**config.mk**
```make
export PLATFORM = sky130hd
export DESIGN_NAME = scan_bus_bridge
export DESIGN_NICKNAME = d
export VERILOG_FILES = /design/src/rtl/sbb_pkg.sv /design/src/rtl/sbb_addr_ptr.sv /design/src/rtl/sbb_access_check.sv /design/src/rtl/sbb_sync_timer.sv /design/src/rtl/scan_bus_bridge.sv
export SDC_FILE = /design/constraint.sdc
export NUM_CORES = 1
export LEC_CHECK = 0
export ABC_AREA = 1
export ABC_CLOCK_PERIOD_IN_PS = 2670
export BUFFER_PORTS_ARGS = -buffer_cell sky130_fd_sc_hd__buf_2
export CAP_MARGIN = 20
export CELL_PAD_IN_SITES_DETAIL_PLACEMENT = 0
export CELL_PAD_IN_SITES_GLOBAL_PLACEMENT = 2
export CORE_ASPECT_RATIO = 0.8
export CORE_MARGIN = 2
export CORE_UTILIZATION = 31
export DETAILED_ROUTE_END_ITERATION = 12
export PLACE_DENSITY = 0.83
export SKIP_LAST_GASP = 1
export SLEW_MARGIN = 5
export SYNTH_ARGS = -nofsm -noshare
export SYNTH_HDL_FRONTEND = slang
export SYNTH_SLANG_ARGS = --single-unit
export TNS_END_PERCENT = 5
```
**constraint.sdc**
```tcl
create_clock -name clk -period 2.67 [get_ports clk]
set_input_delay 0.4005 -clock clk [delete_from_list [all_inputs] [get_ports clk]]
set_output_delay 0.4005 -clock clk [all_outputs]
set_load 0.02 [all_outputs]
```
**src/rtl/sbb_pkg.sv**
```systemverilog
package sbb_pkg;
   typedef enum logic [1:0] {
      OP_SINGLE = 2'd0,
      OP_BLOCK  = 2'd1,
      OP_CANCEL = 2'd2,
      OP_SYNC   = 2'd3
   } sbb_op_e;
endpackage

```
**src/rtl/sbb_addr_ptr.sv**
```systemverilog
module sbb_addr_ptr #(
   parameter int AW = 16
) (
   input  logic          clk,
   input  logic          rst_n,
   input  logic          load,
   input  logic [AW-1:0] load_val,
   input  logic          step_en,
   input  logic [1:0]    step_size,
   output logic [AW-1:0] addr
);
   always_ff @(posedge clk or negedge rst_n) begin
      if (!rst_n)       addr <= '0;
      else if (load)    addr <= load_val;
      else if (step_en) addr <= addr + (AW'(1) << step_size);
   end
endmodule

```
**src/rtl/sbb_access_check.sv**
```systemverilog
module sbb_access_check #(
   parameter int          AW        = 16,
   parameter logic [AW:0] MAP_TOP   = 'hE000,
   parameter logic [AW:0] RO_BASE   = 'hC000,
   parameter logic [AW:0] OPEN_TOP  = 'h4000,
   parameter bit          WORD_ONLY = 1'b0
) (
   input  logic [AW-1:0] addr,
   input  logic          is_read,
   input  logic [1:0]    size,
   input  logic          prot,
   output logic          illegal
);
   logic bad_size, misalign, out_map, ro_hit, prot_hit;

   if (WORD_ONLY) begin : g_word_only
      assign bad_size = (size != 2'd2);
   end else begin : g_any_size
      assign bad_size = (size == 2'd3);
   end

   always_comb begin
      case (size)
         2'd1:    misalign = addr[0];
         2'd2:    misalign = |addr[1:0];
         default: misalign = 1'b0;
      endcase
   end

   assign out_map  = {1'b0, addr} >= MAP_TOP;
   assign ro_hit   = !is_read && ({1'b0, addr} >= RO_BASE);
   assign prot_hit = prot && ({1'b0, addr} >= OPEN_TOP);
   assign illegal  = bad_size | misalign | out_map | ro_hit | prot_hit;
endmodule

```
**src/rtl/sbb_sync_timer.sv**
```systemverilog
module sbb_sync_timer #(
   parameter int CW = 8
) (
   input  logic          clk,
   input  logic          rst_n,
   input  logic          load,
   input  logic [CW-1:0] count,
   input  logic          abort,
   output logic          running
);
   logic [CW-1:0] cnt_q;

   always_ff @(posedge clk or negedge rst_n) begin
      if (!rst_n) begin
         running <= 1'b0;
         cnt_q   <= '0;
      end else if (abort) begin
         running <= 1'b0;
      end else if (load) begin
         running <= 1'b1;
         cnt_q   <= count;
      end else if (running) begin
         if (cnt_q < CW'(2)) running <= 1'b0;
         else                cnt_q   <= cnt_q - 1'b1;
      end
   end


   sync_hold_chk: assert property (@(posedge clk) disable iff (!rst_n)
      running && !abort && !load && (cnt_q > CW'(1)) |=> running);
endmodule

```
**src/rtl/scan_bus_bridge.sv**
```systemverilog
module scan_bus_bridge #(
   parameter int          AW        = 16,
   parameter int          DW        = 32,
   parameter int          CW        = 8,
   parameter logic [AW:0] MAP_TOP   = 'hE000,
   parameter logic [AW:0] RO_BASE   = 'hC000,
   parameter logic [AW:0] OPEN_TOP  = 'h4000,
   parameter bit          WORD_ONLY = 1'b0
) (
   input  logic          clk,
   input  logic          rst_n,
   input  logic          upd_dr,
   input  logic          upd_ir,
   input  logic          cap_dr,
   input  logic [1:0]    instr,
   input  logic [AW-1:0] scan_addr,
   input  logic          scan_rd,
   input  logic [1:0]    scan_size,
   input  logic [DW-1:0] scan_wdata,
   input  logic [CW-1:0] scan_count,
   input  logic          prot_mode,
   output logic          bus_req,
   output logic          bus_we,
   output logic [AW-1:0] bus_addr,
   output logic [1:0]    bus_size,
   output logic [DW-1:0] bus_wdata,
   input  logic          bus_ack,
   input  logic          bus_err,
   input  logic [DW-1:0] bus_rdata,
   output logic [DW+1:0] cap_word,
   output logic          in_data_phase
);
   import sbb_pkg::*;

   localparam int CAPW = DW + 2;

   if (AW < 2 || AW > 62) begin : g_bad_aw
      $error("scan_bus_bridge: AW out of range");
   end
   if (DW < 1 || CW < 1) begin : g_bad_width
      $error("scan_bus_bridge: DW and CW must be positive");
   end
   if (MAP_TOP > ((AW+1)'(1) << AW) || RO_BASE > MAP_TOP) begin : g_bad_map
      $error("scan_bus_bridge: address window parameters inconsistent");
   end

   sbb_op_e op;
   assign op = sbb_op_e'(instr);

   logic          req_q, acc_busy, fail_q, err_q, phase_q, rd_q, rd_seen, blk_acc;
   logic [1:0]    size_q;
   logic [DW-1:0] wdata_q, rdata_q;
   logic [CAPW-1:0] cap_q;
   logic [AW-1:0] addr_q;
   logic          sync_run, busy, idle, cancel_hit;
   logic          sgl_addr, sgl_data, blk_dr, blk_ir, sync_go, start, load_wd, done_bus;
   logic [AW-1:0] chk_addr;
   logic          chk_rd, illegal;
   logic [1:0]    chk_size;

   assign busy       = acc_busy | sync_run;
   assign idle       = !busy;
   assign cancel_hit = upd_ir && (op == OP_CANCEL);
   assign sgl_addr   = upd_dr && (op == OP_SINGLE) && !phase_q && idle;
   assign sgl_data   = upd_dr && (op == OP_SINGLE) &&  phase_q && idle;
   assign blk_dr     = upd_dr && (op == OP_BLOCK) && idle;
   assign blk_ir     = upd_ir && (op == OP_BLOCK) && idle && rd_q && rd_seen;
   assign sync_go    = upd_dr && (op == OP_SYNC) && idle;
   assign start      = (sgl_addr && scan_rd) || (sgl_data && !rd_q) || blk_dr || blk_ir;
   assign load_wd    = (sgl_data || blk_dr) && !rd_q;
   assign done_bus   = req_q && bus_ack;

   assign chk_addr = sgl_addr ? scan_addr : addr_q;
   assign chk_rd   = sgl_addr ? scan_rd   : rd_q;
   assign chk_size = sgl_addr ? scan_size : size_q;

   sbb_access_check #(
      .AW(AW), .MAP_TOP(MAP_TOP), .RO_BASE(RO_BASE),
      .OPEN_TOP(OPEN_TOP), .WORD_ONLY(WORD_ONLY)
   ) u_check (
      .addr(chk_addr), .is_read(chk_rd), .size(chk_size),
      .prot(prot_mode), .illegal(illegal)
   );

   sbb_addr_ptr #(.AW(AW)) u_ptr (
      .clk(clk), .rst_n(rst_n), .load(sgl_addr && !cancel_hit), .load_val(scan_addr),
      .step_en(done_bus && !bus_err && !cancel_hit), .step_size(size_q), .addr(addr_q)
   );

   sbb_sync_timer #(.CW(CW)) u_sync (
      .clk(clk), .rst_n(rst_n), .load(sync_go && !cancel_hit),
      .count(scan_count), .abort(cancel_hit), .running(sync_run)
   );

   always_ff @(posedge clk or negedge rst_n) begin
      if (!rst_n) begin
         req_q <= 1'b0; acc_busy <= 1'b0; fail_q <= 1'b0; err_q <= 1'b0;
         phase_q <= 1'b0; rd_q <= 1'b0; rd_seen <= 1'b0; blk_acc <= 1'b0;
         size_q <= '0; wdata_q <= '0;
      end else if (cancel_hit) begin
         req_q <= 1'b0; acc_busy <= 1'b0; fail_q <= 1'b0; err_q <= 1'b0;
         phase_q <= 1'b0;
      end else begin
         if (sgl_addr) begin
            rd_q <= scan_rd; size_q <= scan_size; phase_q <= 1'b1; rd_seen <= 1'b0;
         end
         if (sgl_data && rd_q) begin
            phase_q <= 1'b0; rd_seen <= 1'b1;
         end
         if (blk_dr) phase_q <= 1'b1;
         if (load_wd) wdata_q <= scan_wdata;
         if (start) begin
            acc_busy <= 1'b1;
            err_q    <= 1'b0;
            blk_acc  <= (op == OP_BLOCK);
            if (illegal) fail_q <= 1'b1;
            else         req_q  <= 1'b1;
         end
         if (fail_q) begin
            fail_q <= 1'b0; acc_busy <= 1'b0; err_q <= 1'b1;
            if (!blk_acc && !rd_q) phase_q <= 1'b0;
         end
         if (done_bus) begin
            req_q <= 1'b0; acc_busy <= 1'b0; err_q <= bus_err;
            if (!blk_acc && !rd_q) phase_q <= 1'b0;
         end
      end
   end

   always_ff @(posedge clk or negedge rst_n) begin
      if (!rst_n) begin
         rdata_q <= '0;
         cap_q   <= '0;
      end else begin
         if (done_bus && rd_q) rdata_q <= bus_rdata;
         if (cap_dr) cap_q <= {rdata_q, err_q, busy};
      end
   end

   assign bus_req       = req_q;
   assign bus_we        = !rd_q;
   assign bus_addr      = addr_q;
   assign bus_size      = size_q;
   assign bus_wdata     = wdata_q;
   assign cap_word      = cap_q;
   assign in_data_phase = phase_q;


   req_hold_chk: assert property (@(posedge clk) disable iff (!rst_n)
      bus_req && !bus_ack && !cancel_hit |=> bus_req && $stable(bus_addr) && $stable(bus_we) && $stable(bus_wdata));

   cancel_clear_chk: assert property (@(posedge clk) disable iff (!rst_n)
      cancel_hit |=> !bus_req && !busy && !err_q && !in_data_phase && $stable(bus_addr));

   busy_drop_chk: assert property (@(posedge clk) disable iff (!rst_n)
      upd_dr && busy && !cancel_hit && !done_bus && !fail_q |=> $stable(in_data_phase) && $stable(bus_addr) && $stable(bus_wdata));

   err_clear_chk: assert property (@(posedge clk) disable iff (!rst_n)
      start && !cancel_hit |=> !err_q && busy);

   done_idle_chk: assert property (@(posedge clk) disable iff (!rst_n)
      done_bus && !cancel_hit |=> !bus_req && !acc_busy);

   fail_noreq_chk: assert property (@(posedge clk) disable iff (!rst_n)
      fail_q && !cancel_hit |=> err_q && !bus_req);
endmodule

```
==> impl_metrics.prom <==
# TYPE chip_impl_metric gauge
chip_impl_info{name="outcome",value="finished, final reports clean"} 1
chip_impl_metric{name="number_of_remaining_drc_errors",unit=""} 0
chip_impl_metric{name="fmax",unit="MHz"} 444.5
chip_impl_info{name="synth.top_cells.by_area",value="sky130_fd_sc_hd__dfrtp_1 54%, sky130_fd_sc_hd__nand2_1 10%, sky130_fd_sc_hd__mux2_4 7.3%, sky130_fd_sc_hd__mux2_2 6.2%, sky130_fd_sc_hd__inv_1 3.2%"} 1
chip_impl_metric{name="p_int",unit="W"} 0.005976
chip_impl_metric{name="max_slew_margin",unit="%"} 53.10
chip_impl_metric{name="worst_path_clk_slew",unit="ns"} 0.06
chip_impl_metric{name="hold_ws",unit="ns"} 0.01302
chip_impl_metric{name="postSynthAreaPerCell",unit="µm²"} 10.20
chip_impl_info{name="critical-path-slowest-cell",value="sky130_fd_sc_hd__dfrtp_1"} 1
chip_impl_metric{name="grt_antenna_before_repair",unit=""} 0
chip_impl_metric{name="drv_slew",unit=""} 0
chip_impl_metric{name="routed_via_density",unit=""} 4.462
chip_impl_metric{name="portBuffers",unit=""} 187
chip_impl_metric{name="power.share.clock",unit="%"} 24.6
chip_impl_metric{name="place_hpwl",unit="µm"} 11320
chip_impl_info{name="r2r_end",value="bus_req"} 1
chip_impl_metric{name="final-instance-count-excl-fill",unit=""} 1071
chip_impl_metric{name="setup-tns-final",unit="ns"} 0
chip_impl_metric{name="synth.yosys.seq_area_share",unit="%"} 54.31
chip_impl_metric{name="syn_inst",unit=""} 601
chip_impl_info{name="crit_path_end_kind",value="register"} 1
chip_impl_metric{name="period_utilisation_layout",unit="%"} 84.26
chip_impl_info{name="r2r-start",value="u_sync.running"} 1
chip_impl_info{name="netlist.top_cell.by_area",value="sky130_fd_sc_hd__dfrtp_1"} 1
chip_impl_metric{name="worstSetupPathDepth",unit=""} 13
chip_impl_metric{name="cts_max_path_buffers",unit=""} 2
chip_impl_info{name="critPathLaunch",value="u_sync.running"} 1
chip_impl_metric{name="floorplan.io_pins",unit=""} 188
chip_impl_metric{name="post_route_cells_drive_above_1_share",unit="%"} 38.87
chip_impl_metric{name="path_buf_inv",unit=""} 2
chip_impl_metric{name="post_cts_resize_count",unit=""} 0
chip_impl_metric{name="drtAntennaViolNets",unit=""} 0
chip_impl_metric{name="critPathMaxStageDelay",unit="ns"} 0.39
chip_impl_metric{name="yosys_warnings",unit=""} 0
chip_impl_metric{name="postSynth.asyncResetShare",unit="%"} 100.0
chip_impl_metric{name="drt-total-wl",unit="µm"} 15690
chip_impl_metric{name="floorplan.die_area",unit="µm²"} 20920
chip_impl_metric{name="setup_violations",unit=""} 0
chip_impl_metric{name="diodes",unit=""} 0
chip_impl_metric{name="syn_nets",unit=""} 711
chip_impl_metric{name="seqPwrFrac",unit="%"} 36.2
chip_impl_metric{name="cts_inserted_buffers",unit=""} 17
chip_impl_metric{name="rrSetupSlack",unit="ns"} 0.42
chip_impl_metric{name="finalCoreUtilization",unit="%"} 41.71
chip_impl_metric{name="fp-row-count",unit=""} 45
chip_impl_metric{name="routabilityCongestion",unit=""} 0.8129
chip_impl_metric{name="cts_hold_buffers",unit=""} 0
chip_impl_metric{name="critical_path_data_arrival_time",unit="ns"} 2.58
chip_impl_metric{name="grt_pass1_vias",unit=""} 4686
chip_impl_metric{name="tightest_slew",unit="ns"} 0.7035
chip_impl_metric{name="htree_levels",unit=""} 4
chip_impl_metric{name="fillerInstances",unit=""} 1957
chip_impl_metric{name="critical_path.max_fanout",unit=""} 6
chip_impl_metric{name="crit_required",unit="ns"} 3.00
chip_impl_metric{name="power_switching",unit="W"} 0.003833
chip_impl_metric{name="routed-via-count",unit=""} 4779
chip_impl_info{name="timing.critical_path.from_type",value="register"} 1
chip_impl_metric{name="ys_seq_elements",unit=""} 133
chip_impl_metric{name="p_leak",unit="nW"} 4.296
chip_impl_metric{name="placeable_core_region",unit="µm²"} 19200
chip_impl_metric{name="report.power.total",unit="W"} 0.009810
chip_impl_info{name="critical_path_class",value="reg2reg"} 1
chip_impl_metric{name="hold_viol_final",unit=""} 0
chip_impl_info{name="crit_path_cell_trace",value="inv_1 -> nand2_2 -> nor2_2 -> nand2_2 -> o21ai_0 -> inv_1 -> ha_1 -> or2_2 -> nand3_1 -> nand2_1 -> nand2_1 -> nand4_1 -> a21oi_1"} 1
chip_impl_metric{name="combinationalPowerShare",unit="%"} 39.2
chip_impl_info{name="critPathCapture",value="bus_req"} 1
chip_impl_metric{name="post_cts_setup_repair_bufs",unit=""} 0
chip_impl_info{name="timing.critical_path.max_delay_family",value="simple AND/OR/NAND/NOR gates"} 1
chip_impl_metric{name="post_synth_num_cell_types",unit=""} 44
chip_impl_metric{name="synth-edff-count",unit=""} 0
chip_impl_metric{name="finish.net_count",unit=""} 910
chip_impl_metric{name="finalWorstPathRequiredPeriod",unit="ns"} 2.250
chip_impl_metric{name="flow.area_growth_from_synthesis",unit="%"} 30.67
chip_impl_metric{name="power.density",unit="nW/µm²"} 1225
chip_impl_metric{name="die-height",unit="µm"} 129.8
chip_impl_info{name="tritoncts_clock_tree",value="built"} 1
chip_impl_metric{name="finalClockSkew",unit="ns"} 0.008930
chip_impl_metric{name="clk-insertion-delay-late",unit="ns"} 0.42
chip_impl_info{name="cts-root-buf",value="sky130_fd_sc_hd__clkbuf_16"} 1
chip_impl_metric{name="starting_utilization_of_the_core_area",unit="%"} 31.92
chip_impl_metric{name="synth.top_cell.area_share",unit="%"} 54.31
chip_impl_info{name="synth-main-ff-cell",value="sky130_fd_sc_hd__dfrtp_1"} 1
chip_impl_metric{name="global_route.overflow_total",unit=""} 0
chip_impl_metric{name="groute.usage.overall",unit="%"} 15.57
chip_impl_metric{name="clock_sinks",unit=""} 133
chip_impl_info{name="post_synth_most_frequent_cells",value="164 x sky130_fd_sc_hd__nand2_1, 133 x sky130_fd_sc_hd__dfrtp_1, 53 x sky130_fd_sc_hd__inv_1"} 1
chip_impl_metric{name="worst_r2r_path_depth",unit=""} 13
chip_impl_metric{name="drt_pre_antenna_iters",unit=""} 4
chip_impl_info{name="most_frequent_cell_after_synthesis",value="sky130_fd_sc_hd__nand2_1"} 1
chip_impl_metric{name="floorplan.die.width",unit="µm"} 161.2
chip_impl_info{name="unrepaired_setup_endpoints_after_global_routing",value="false"} 1
chip_impl_metric{name="grt_start_max_net_pins",unit=""} 71
chip_impl_info{name="worstHoldPathType",value="in2async"} 1
chip_impl_metric{name="grt_pass1_wl",unit="µm"} 25220
chip_impl_metric{name="avgRoutedWirePerCell",unit="µm"} 14.65
chip_impl_metric{name="numPlacedInstances",unit=""} 1039
chip_impl_metric{name="ir_drop",unit="mV"} 0.5480
chip_impl_metric{name="drt_iter0_drc",unit=""} 302
chip_impl_metric{name="netlist_area",unit="µm²"} 6128
chip_impl_metric{name="maxCapViolations",unit=""} 0
chip_impl_metric{name="power.switching_fraction",unit="%"} 39.08
sequential cells by signal, indices dropped and copies added, names as in the netlist:
| signal | flops |
|---|---|
| u_sync.running | 1 |
| err_q | 1 |
| rd_seen | 1 |
| rdata_q | 32 |
| bus_wdata | 32 |
| u_ptr.addr | 16 |
| bus_req | 1 |
| blk_acc | 1 |
| u_sync.cnt_q | 8 |
| fail_q | 1 |
| acc_busy | 1 |
| rd_q | 1 |
| bus_size | 2 |
| in_data_phase | 1 |
| cap_word | 34 |
worst min-delay path by stage:
stage | endpoint | from | cells after the start | slack, ns
global route | u_ptr.addr[3] | rst_n | 1 | 0.06
finish | u_ptr.addr[3] | rst_n | 1 | 0.01
CTS | u_ptr.addr[2] | rst_n | 1 | 0.03
detailed placement | cap_word[30] | rdata_q[28] | 2 | 0.45
floorplan | acc_busy | rst_n | 0 | 0.10
global placement | cap_word[23] | cap_word[23] | 2 | 0.45
placed cells by master (no fill, tap or decap), drive strengths merged, types with 2 or more instances in the layout:
cell      count
a21oi        11
a31oi         2
buf         198
bufinv        2
clkbuf       17
clkinv        2
clkinvlp      2
dfrtp       133
ha            8
inv          68
mux2         64
nand2       168
nand3        31
nand3b        5
nand4         6
nor2         30
nor3          6
nor4          2
o211ai        9
o21ai        28
o22ai         4
o311ai        2
or2           4
xor2          3
worst register-to-register path: stages, from the launching register on:
cell and delay [ns]:
sky130_fd_sc_hd__dfrtp_1 0.39, sky130_fd_sc_hd__inv_1 0.08, sky130_fd_sc_hd__nand2_2 0.12, sky130_fd_sc_hd__nor2_2 0.14, sky130_fd_sc_hd__nand2_2 0.12, sky130_fd_sc_hd__o21ai_0 0.31, sky130_fd_sc_hd__inv_1 0.11, sky130_fd_sc_hd__ha_1 0.20
sky130_fd_sc_hd__or2_2 0.27, sky130_fd_sc_hd__nand3_1 0.08, sky130_fd_sc_hd__nand2_1 0.05, sky130_fd_sc_hd__nand2_1 0.07, sky130_fd_sc_hd__nand4_1 0.10, sky130_fd_sc_hd__a21oi_1 0.15
logic make-up (layout without fill, tap and decap cells):
| group | after synthesis | in the layout | synth area share [%] |
|---|---|---|---|
| simple gates | 252 | 252 | 18.11 |
| flops | 133 | 133 | 54.31 |
| buf+inv | 77 | 289 | 5.288 |
| mux | 64 | 64 | 13.60 |
| compound gates | 62 | 62 | 6.166 |
| fa+ha+maj | 9 | 9 | 1.960 |
| xor+xnor | 4 | 4 | 0.5718 |
per-layer routing:
layer	global-route usage [%]	share of wire (%)	up-vias
met5	0	0	-
met4	4.884	1.5	0
met3	4.196	5.0	17
met2	21.31	41	136
met1	23.73	52	2231
li1	-	-	2395
power by group through the flow:
stage / registers [W] / logic (W) / clock network [W]
after floorplan: 0.00420 / 0.00196 / 0
after global placement: 0.00355 / 0.00389 / 0
after detailed placement: 0.00356 / 0.00390 / 0
after CTS: 0.00355 / 0.00390 / 0.00251
after global routing: 0.00368 / 0.00428 / 0.00260
final: 0.00355 / 0.00384 / 0.00242
per-stage QoR:
stage | cell area (µm²) | setup slack [ns]
floorplan | 6128 | 0.2512
finish | 8008 | 0.4201
global route | 8008 | 0.1261
CTS | 8008 | 0.3571
global placement | 7401 | 0.4171
detailed placement | 7401 | 0.3321
layout make-up:
| type | count | area, µm² | share of cell area, % |
|---|---|---|---|
| clock buffers | 17 | 425.4 | 5.313 |
| clock inverters | 15 | 181.4 | 2.266 |
| inverters | 59 | 224.0 | 2.797 |
| multi-input cells | 391 | 2476 | 30.92 |
| flip-flops and latches | 133 | 3328 | 41.56 |
| well taps | 258 | 322.8 | 4.031 |
| repair buffers | 198 | 1050 | 13.11 |
(Power assumes the default switching activity.)
